## config.mk

```make
export PLATFORM = sky130hd
export DESIGN_NAME = uart_frame_tx
export DESIGN_NICKNAME = d
export VERILOG_FILES = /design/src/rtl/uart_tx_pkg.sv /design/src/rtl/uart_tx_baud.sv /design/src/rtl/uart_tx_hold.sv /design/src/rtl/uart_tx_shift.sv /design/src/rtl/uart_tx_ctrl.sv /design/src/rtl/uart_frame_tx.sv
export SDC_FILE = /design/constraint.sdc
export NUM_CORES = 1
export LEC_CHECK = 0
export ABC_AREA = 1
export BUFFER_PORTS_ARGS = -buffer_cell sky130_fd_sc_hd__buf_4
export CAP_MARGIN = 10
export CORE_UTILIZATION = 40
export CTS_BUF_LIST = sky130_fd_sc_hd__clkbuf_4 sky130_fd_sc_hd__clkbuf_8
export DETAILED_ROUTE_END_ITERATION = 8
export PLACE_DENSITY = 0.57
export SYNTH_ARGS = -nofsm -noshare
export SYNTH_HDL_FRONTEND = slang
export SYNTH_SLANG_ARGS = --single-unit
```

## constraint.sdc

```tcl
create_clock -name clk -period 2.7 [get_ports clk]
set_clock_uncertainty 0.2 [all_clocks]
set_input_delay 0 -clock clk [delete_from_list [all_inputs] [get_ports clk]]
set_output_delay 0 -clock clk [all_outputs]
set_load 0.02 [all_outputs]
```

## src/rtl/uart_tx_pkg.sv

```systemverilog
package uart_tx_pkg;

    localparam int DATA_W    = 9;
    localparam int MAX_FRAME = 1 + DATA_W + 1 + 2;
    localparam int LEN_W     = $clog2(MAX_FRAME + 1);

    typedef struct packed {
        logic [2:0] size_code;
        logic       par_en;
        logic       par_odd;
        logic       two_stop;
    } fmt_t;

    // Number of data bits for a size code; reserved codes fall back to 8.
    function automatic logic [LEN_W-1:0] data_bits(input logic [2:0] code);
        logic [LEN_W-1:0] n;
        case (code)
            3'd1:    n = LEN_W'(9);
            3'd5:    n = LEN_W'(5);
            3'd6:    n = LEN_W'(6);
            3'd7:    n = LEN_W'(7);
            default: n = LEN_W'(8);
        endcase
        return n;
    endfunction

endpackage

```

## src/rtl/uart_tx_baud.sv

```systemverilog
module uart_tx_baud #(
    parameter int DIV = 16
) (
    input  logic clk,
    input  logic rst_n,
    input  logic busy,
    input  logic load,
    output logic tick
);
    localparam int CNT_W = (DIV > 1) ? $clog2(DIV) : 1;

    typedef struct packed {
        logic [CNT_W-1:0] cnt;
    } baud_state_t;

    baud_state_t st_d, st_q;

    assign tick = busy && (st_q.cnt == CNT_W'(DIV - 1));

    always_comb begin
        st_d = st_q;
        if (!busy || load || tick) begin
            st_d.cnt = '0;
        end else begin
            st_d.cnt = st_q.cnt + CNT_W'(1);
        end
    end

    always_ff @(posedge clk or negedge rst_n) begin
        if (!rst_n) begin
            st_q <= '0;
        end else begin
            st_q <= st_d;
        end
    end
endmodule

```

## src/rtl/uart_tx_hold.sv

```systemverilog
module uart_tx_hold
    import uart_tx_pkg::*;
(
    input  logic              clk,
    input  logic              rst_n,
    input  logic              wr,
    input  logic [DATA_W-1:0] wr_data,
    input  logic              take,
    output logic              full,
    output logic [DATA_W-1:0] data
);
    typedef struct packed {
        logic              full;
        logic [DATA_W-1:0] data;
    } hold_state_t;

    hold_state_t st_d, st_q;

    assign full = st_q.full;
    assign data = st_q.data;

    always_comb begin
        st_d = st_q;
        if (take) begin
            st_d.full = 1'b0;
        end
        if (wr) begin
            st_d.full = 1'b1;
            st_d.data = wr_data;
        end
    end

    always_ff @(posedge clk or negedge rst_n) begin
        if (!rst_n) begin
            st_q <= '0;
        end else begin
            st_q <= st_d;
        end
    end
endmodule

```

## src/rtl/uart_tx_shift.sv

```systemverilog
module uart_tx_shift
    import uart_tx_pkg::*;
(
    input  logic              clk,
    input  logic              rst_n,
    input  logic              load,
    input  logic [DATA_W-1:0] load_data,
    input  fmt_t              load_fmt,
    input  logic              tick,
    output logic              busy,
    output logic              txd,
    output logic              frame_end
);
    typedef struct packed {
        logic                 busy;
        logic                 txd;
        logic [MAX_FRAME-1:0] sh;
        logic [LEN_W-1:0]     left;
    } shift_state_t;

    shift_state_t st_d, st_q;

    logic [MAX_FRAME-1:0] frame;
    logic [LEN_W-1:0]     frame_len;
    logic [LEN_W-1:0]     nbits;
    logic                 par_bit;

    assign busy      = st_q.busy;
    assign txd       = st_q.txd;
    assign frame_end = st_q.busy && tick && (st_q.left == LEN_W'(1));

    // Assemble the whole frame: stop bits come from the all-ones fill.
    always_comb begin
        nbits   = data_bits(load_fmt.size_code);
        frame   = '1;
        frame[0] = 1'b0;
        par_bit = load_fmt.par_odd;
        for (int i = 0; i < DATA_W; i++) begin
            if (i < int'(nbits)) begin
                frame[i + 1] = load_data[i];
                par_bit      = par_bit ^ load_data[i];
            end
        end
        if (load_fmt.par_en) begin
            frame[nbits + LEN_W'(1)] = par_bit;
        end
        frame_len = LEN_W'(2) + nbits + LEN_W'(load_fmt.par_en) + LEN_W'(load_fmt.two_stop);
    end

    always_comb begin
        st_d = st_q;
        if (st_q.busy && tick) begin
            st_d.sh   = {1'b1, st_q.sh[MAX_FRAME-1:1]};
            st_d.txd  = st_q.sh[1];
            st_d.left = st_q.left - LEN_W'(1);
            if (frame_end) begin
                st_d.busy = 1'b0;
                st_d.txd  = 1'b1;
            end
        end
        if (load) begin
            st_d.busy = 1'b1;
            st_d.sh   = frame;
            st_d.txd  = frame[0];
            st_d.left = frame_len;
        end
    end

    always_ff @(posedge clk or negedge rst_n) begin
        if (!rst_n) begin
            st_q.busy <= 1'b0;
            st_q.txd  <= 1'b1;
            st_q.sh   <= '1;
            st_q.left <= '0;
        end else begin
            st_q <= st_d;
        end
    end
endmodule

```

## src/rtl/uart_tx_ctrl.sv

```systemverilog
module uart_tx_ctrl (
    input  logic clk,
    input  logic rst_n,
    input  logic tx_en,
    input  logic wr_valid,
    input  logic hold_full,
    input  logic busy,
    input  logic frame_end,
    output logic accept,
    output logic load,
    output logic txc
);
    typedef struct packed {
        logic run;
        logic txc;
    } ctrl_state_t;

    ctrl_state_t st_d, st_q;

    assign accept = wr_valid && !hold_full && tx_en && st_q.run;
    assign load   = st_q.run && hold_full && (!busy || frame_end);
    assign txc    = st_q.txc;

    always_comb begin
        st_d = st_q;
        // Stay running after enable drops until both stages are drained.
        st_d.run = tx_en || (st_q.run && (hold_full || busy));
        st_d.txc = frame_end && !hold_full;
    end

    always_ff @(posedge clk or negedge rst_n) begin
        if (!rst_n) begin
            st_q <= '0;
        end else begin
            st_q <= st_d;
        end
    end
endmodule

```

## src/rtl/uart_frame_tx.sv

```systemverilog
module uart_frame_tx
    import uart_tx_pkg::*;
#(
    parameter int BAUD_DIV = 16
) (
    input  logic              clk,
    input  logic              rst_n,
    input  logic              tx_en,
    input  logic              wr_valid,
    input  logic [DATA_W-1:0] wr_data,
    input  logic [2:0]        size_code,
    input  logic              par_en,
    input  logic              par_odd,
    input  logic              two_stop,
    output logic              txd,
    output logic              dre,
    output logic              txc
);
    fmt_t              fmt;
    logic              accept;
    logic              load;
    logic              hold_full;
    logic [DATA_W-1:0] hold_data;
    logic              busy;
    logic              tick;
    logic              frame_end;

    assign fmt = '{size_code: size_code, par_en: par_en, par_odd: par_odd, two_stop: two_stop};
    assign dre = !hold_full;

    uart_tx_ctrl u_ctrl (
        .clk       (clk),
        .rst_n     (rst_n),
        .tx_en     (tx_en),
        .wr_valid  (wr_valid),
        .hold_full (hold_full),
        .busy      (busy),
        .frame_end (frame_end),
        .accept    (accept),
        .load      (load),
        .txc       (txc)
    );

    uart_tx_hold u_hold (
        .clk     (clk),
        .rst_n   (rst_n),
        .wr      (accept),
        .wr_data (wr_data),
        .take    (load),
        .full    (hold_full),
        .data    (hold_data)
    );

    uart_tx_baud #(.DIV(BAUD_DIV)) u_baud (
        .clk   (clk),
        .rst_n (rst_n),
        .busy  (busy),
        .load  (load),
        .tick  (tick)
    );

    uart_tx_shift u_shift (
        .clk       (clk),
        .rst_n     (rst_n),
        .load      (load),
        .load_data (hold_data),
        .load_fmt  (fmt),
        .tick      (tick),
        .busy      (busy),
        .txd       (txd),
        .frame_end (frame_end)
    );
endmodule

```

# == Word level (Yosys, flattened, before mapping) ==
# Cells that the tools add are included.
# op_classes
mux,29
n_reduce_logical,22
addsub,6
bitwise_logic,9
shifts,0
div,0
eq_ne,6
mul,0
order_cmp,11
# op_table
operator,n
$mux W19,2
$mux W1,20
$lt A3 B4 Y1 const A,4
$pmux W4 S4,1
$bwmux W13,1
$mux W13,1
$logic_and A1 B1 Y1,11
$mux W10,1
$eq A3 B3 Y1 const B,3
$xor A1 B1 Y1,9
$add A4 B1 Y4,2
$add A4 B1 Y4 const B,2
$lt A1 B4 Y1 const A,2
$lt A2 B4 Y1 const A,2
$reduce_bool A2 Y1,3
$logic_or A1 B1 Y1,5
$lt A4 B5 Y1 const B,1
$add A2 B4 Y4 const A,1
$demux W1 S4,1
$eq A4 B1 Y1 const B,1
$eq A4 B4 Y1 const B,1
$ge A4 B1 Y1 const B,1
$lt A4 B4 Y1 const A,1
$mux W4,1
other kinds (5),6
# totals
romBits,0
latch_bits,0
elab_cells,92
ff_bits,35
n_memories,0
ramBits,0

# == Logic depth before layout (Yosys ltp) ==
# logic_depth
ltp_word,23
depth_mapped,15
depth_no_buf,15

# == Hierarchy ==
# Synthesis repeated with hierarchy kept, for this count alone.
# unflattened
hier_cells,269
hier_area_um2,2001.9
# modules_own_cells
module,instances,area_each_um2,cells_per_inst,seq_area_each_um2
uart_tx_shift,1,1333.8,191,466.7
uart_tx_hold,1,377.9,42,250.2
uart_tx_baud,1,190.2,23,100.1
uart_tx_ctrl,1,96.3,12,50.0
uart_frame_tx,1,3.8,1,0.0

# == Worst setup path after synthesis ==
# Ideal clock, no wire load.
# synth_path
path_kind,flip-flop to flip-flop
from,register u_baud.st_q[0] (netlist name)
to,register u_shift.st_q[0] (netlist name)
path_slack_ns,0.877
setup_ns,0.127
required_time_ns,2.373
stages_incl_launch_ff,15
t_arrival_ns,1.497
synth_period_minus_slack_ns,1.823
path_cell_list,dfrtp_1 > ha_1 > nand2_1 > inv_1 > nand2_1 > nor2_2 > nand4_2 > nand2_2 > nand2_4 > inv_4 > nor2_2 > inv_2 > buf_4 > nand2_1 > o21ai_0
# synth_between
elab_chain_cells,7
# synth_rtl
element,line,source
from (decl),uart_tx_baud.sv:16,"baud_state_t st_d, st_q;"
from (signal assigned),uart_tx_baud.sv:33,st_q <= st_d;
$eq A4 B4 Y1 (*),uart_tx_baud.sv:18,assign tick = busy && (st_q.cnt == CNT_W'(DIV - 1));
$logic_and A1 B1 Y1 (*),uart_tx_baud.sv:18,
$logic_and A1 B1 Y1 (*),"uart_tx_shift.sv:30, uart_tx_shift.sv:52",
$logic_and A1 B1 Y1,uart_tx_shift.sv:30,assign frame_end = st_q.busy && tick && (st_q.left == LEN_W'(1));
$logic_or A1 B1 Y1,uart_tx_ctrl.sv:21,assign load = st_q.run && hold_full && (!busy || frame_end);
$logic_and A1 B1 Y1,uart_tx_ctrl.sv:21,
$mux W19 / $reduce_bool A2 Y1 (equally long branches),--,
to (signal assigned),uart_tx_shift.sv:76,st_q <= st_d;
to (decl),uart_tx_shift.sv:21,"shift_state_t st_d, st_q;"
# Every way passes the cells marked *; elsewhere a longest branch is shown, timed or not.
# A chain may end at the register's enable or synchronous reset.

# == Worst setup path after layout ==
# layout_path
from,register u_baud.st_q[0] (netlist name)
to,register u_shift.st_q[13] (netlist name)
# Same word-level chain as after synthesis.

==> run summary <==
The number of max-slew violations in the final report is 0. Of the available clock period, the critical path in the final layout requires 92.55%. The signal on the critical path passes through ha_1 -> nand2_1 -> inv_1 -> nand2_1 -> nor2_4 -> nand4_4 -> nand2_4 -> nand2_8 -> clkinv_8 -> nand4_1 -> dlygate4sd3_1 -> o211ai_1 -> inv_1. The post-route setup TNS came out at 0 ps.

The post-detailed-route count of antenna-violating nets came out at 0. The tree is rooted in a sky130_fd_sc_hd__clkbuf_8. The slew at the pin with the worst max-slew slack is 424.3 ps. The startpoint of the lowest-slack register-to-register path is u_baud.st_q[0]$_DFF_PN0_. The final reports fail on design-rule violations, negative hold slack. On the worst path, the slowest cell contributes a delay of 580 ps. Tracing the worst setup path back leads to its startpoint at u_baud.st_q[0]$_DFF_PN0_.

The count of final hold-check violations is 9. The distinct cell type count of the synthesized netlist came out at 30. The summed instance area of the synthesized netlist came out at around 1900 sq um. The worst relative slew slack is 71.72%. The max-capacitance violation count came out at 0. The power per standard cell area is between 800 and 900 nW/um^2. Cells with a size suffix above 1 make up 22.45% of the layout.

The via count of the first global-routing pass came out at 1610. Global routing used 18.01% of the available tracks across all layers. Setup repair after global routing left no endpoint under its margin. CTS built an H-tree with a depth of 2. TritonCTS built the clock tree. The wire-length estimate of the detail-placed layout is 2.846 mm. The synthesized design devotes to its leading area cell type 27.38% of total area. Yosys attributes the largest share of cell area to sky130_fd_sc_hd__dfrtp_1, sky130_fd_sc_hd__dfstp_2, sky130_fd_sc_hd__nand2_1, sky130_fd_sc_hd__inv_1, sky130_fd_sc_hd__nor2_1. The count of clock tree sinks came out at 34.

The area of the core is 4474 sq um. Prior to clock tree synthesis, the placed netlist has a worst setup slack of 551.4 ps. The number of standard-cell rows in the floorplan is 24. The total length of routed wires is 4.214 mm. The least setup slack across all paths after layout came out at 201.1 ps.

The number of antenna diodes came out at 0. The worst setup path is of the flip-flop to flip-flop kind. The detailed-router iteration count before antenna repair came out at 6.

The slowest stage of the critical path is the sky130_fd_sc_hd__dlygate4sd3_1 cell. STA classifies the critical path startpoint as a flip-flop. Grouping stages by cell kind, the critical path spends the most delay in buffers and inverters.

The clock period minus final worst setup slack is 2499 ps. The leakage power figure came out at 1.238 nW. The effective utilization at floorplan is 42.90%. After detailed routing, the number of remaining DRC violations is 2. The maximum VDD drop is 0.0004926 V. The final total power came out at 2.090 mW. Entering global routing, the biggest net connects 35 pins. The flow ran to the end, but the final reports show violations. The final setup violation count is 0. Counting flops and latches in the post-synthesis netlist gives 34. The die covers 5079 sq um. The clock-pin slew reported for the worst setup and hold paths after clock tree synthesis is 70 ps.

The total area of multi-input combinational cells came out at 922.1 sq um. The later-pin clock latency in the skew report is 290 ps. The TritonCTS buffer count came out at 5.

Sequential elements use 45.18% of the synthesized area. The number of DRC markers after the initial detailed-route iteration is 63. The synthesis warning total came out at 0. In the synthesized netlist, the number of instances is 249. In this run the vertical extent of the chip is 71.27 um. The number of nets in the layout is 317. The clock passes through at most 2 buffers. The mean routed wirelength per cell is 12.18 um.

The number of ports placed on the die boundary came out at 22. The final weighted congestion in routability-driven placement is 0.8975. The buffer and inverter count on the worst path came out at 4. Along the worst path, the maximum fanout reaches 12.

Summed over all instances, the cell type with the most area after synthesis is sky130_fd_sc_hd__dfrtp_1. The post-synthesis net count is 273. The first-pass GRT wire length is 6.982 mm. For the worst setup path, the data arrival time is approximately 2500 ps. The global route total overflow came out at 0. Dividing the detail-routed via count by the number of cells gives 4.896. Relative to the synthesized area, the layout overhead comes to 27.77%. The endpoint required time on the critical path came out at 2710 ps. The highest achievable clock rate came out at about 400 MHz. The kind of end point of the critical path is a flip-flop. Buffers placed on the I/O ports in this run total 21. Across all hold checks on the routed design, the worst slack comes to -7.414 ps. Summing all flip-flop and latch instances after layout gives 867.1 sq um. The initial antenna violation count is 0. The post-synthesis average cell area is 7.708 sq um.

The floorplan die width came out at ~70 um. Counting the fill cells in the layout gives ~430. The tightest min-delay check is of the input pin to async pin type. The overall via count from detail_route came out at 1694.
final timing paths:
kind / endpoint / slack [ps] / depth (start not counted)
worst max register to register: u_shift.st_q[13]$_DFFE_PN1P_ / 200 / 13
worst max-delay path: u_shift.st_q[13]$_DFFE_PN1P_ / 200 / 13
worst min-delay path: u_baud.st_q[3]$_DFF_PN0_ / -7 / 2
worst min register to register: u_ctrl.txc$_DFF_PN0_ / 250 / 1
min in group clk: u_shift.st_q[0]$_DFFE_PN0P_ / 20 / 6
max in group asynchronous: u_shift.st_q[6]$_DFFE_PN1P_ / 1960 / 2
repair_timing:
action / 4_1_cts / 5_1_grt
endpoints found under the setup margin: 0 / 1
hold buffers: 18 / 0
hold endpoints to repair: 50 / 0
setup buffers: 0 / 1
resized for setup: 0 / 7
area by class of cell:
type | count | area share (%)
tap | 52 | 2.653
clock inverter | 2 | 0.4082
sequential | 34 | 35.36
multi-input combinational | 173 | 37.60
inverter | 37 | 6.173
clock buffer | 6 | 3.112
timing repair buffer | 42 | 14.69
cells in the final DEF (no fill, tap or decap), drive strengths merged:
cell type     n
ha            4
fa            1
xnor2         1
a21oi        13
a211oi        1
or2           1
buf          24
o211ai        1
clkinv        3
nand4         3
dfstp        13
dlygate4sd3  18
clkbuf        6
xor2          2
nor2         32
o21ai        15
inv          36
mux2          4
dfrtp        21
nand3        16
nand2        74
o221ai        4
nor3          1
metal layers:
metal	track usage (%)	share of wire [%]	vias up
li1	-	-	877
met1	21.95	46	779
met2	31.11	49	33
met3	3.797	3.8	5
met4	7.333	1.4	0
met5	0	0	-
kinds of logic (layout without fill, tap and decap cells):
kind of cell / count (synthesis) / count (layout) / synth area share [%]
flip-flops: 34 / 34 / 45.18
AO/OA/AOI/OAI: 34 / 34 / 10.50
AND/OR/NAND/NOR: 126 / 127 / 28.16
buffers and inverters: 43 / 87 / 8.800
adder cells (fa/ha/maj): 5 / 5 / 3.651
XOR/XNOR: 3 / 3 / 1.369
multiplexers: 4 / 4 / 2.347
metrics by stage:
| stage | cells | cell area, sq um | util (%) |
|---|---|---|---|
| final | 346 | 2452 | 54.81 |
| after global routing | 346 | 2452 | 54.81 |
| after CTS | 344 | 2396 | 53.55 |
| after detailed placement | 318 | 2130 | 47.60 |
| after global placement | 318 | 2130 | 47.60 |
| after floorplan | 249 | 1919 | - |
sequential cells by signal (all words and copies together) (netlist names):
name          count
u_shift.st_q     16
u_shift.txd       1
u_ctrl.st_q       1
u_hold.full       1
u_baud.st_q       4
u_shift.busy      1
u_ctrl.txc        1
u_hold.data       9
report_power, final:
group	leakage, nW	switching (mW)	internal, mW
registers	0.381	0.146	0.772
logic	0.809	0.470	0.331
clock network	0.0484	0.182	0.189
total	1.24	0.798	1.29
cell usage after synthesis:
cell,instances
sky130_fd_sc_hd__nand2_1,67
sky130_fd_sc_hd__inv_1,35
sky130_fd_sc_hd__nor2_1,30
sky130_fd_sc_hd__dfrtp_1,21
sky130_fd_sc_hd__nand3_1,15
sky130_fd_sc_hd__o21ai_0,15
sky130_fd_sc_hd__dfstp_2,13
sky130_fd_sc_hd__a21oi_1,10
sky130_fd_sc_hd__nand2_2,5
sky130_fd_sc_hd__clkbuf_1,4
sky130_fd_sc_hd__ha_1,4
sky130_fd_sc_hd__mux2_2,4
sky130_fd_sc_hd__o221ai_1,4
sky130_fd_sc_hd__a21oi_2,3
sky130_fd_sc_hd__nand4_1,2
sky130_fd_sc_hd__nor2_2,2
sky130_fd_sc_hd__xor2_1,2
sky130_fd_sc_hd__a211oi_1,1
sky130_fd_sc_hd__buf_2,1
sky130_fd_sc_hd__buf_4,1
sky130_fd_sc_hd__fa_1,1
sky130_fd_sc_hd__inv_2,1
sky130_fd_sc_hd__inv_4,1
sky130_fd_sc_hd__nand2_4,1
sky130_fd_sc_hd__nand3_2,1
sky130_fd_sc_hd__nand4_2,1
sky130_fd_sc_hd__nor3_1,1
sky130_fd_sc_hd__o211ai_1,1
sky130_fd_sc_hd__or2_2,1
sky130_fd_sc_hd__xnor2_1,1
Note: power is estimated with default switching activity, not from simulation.
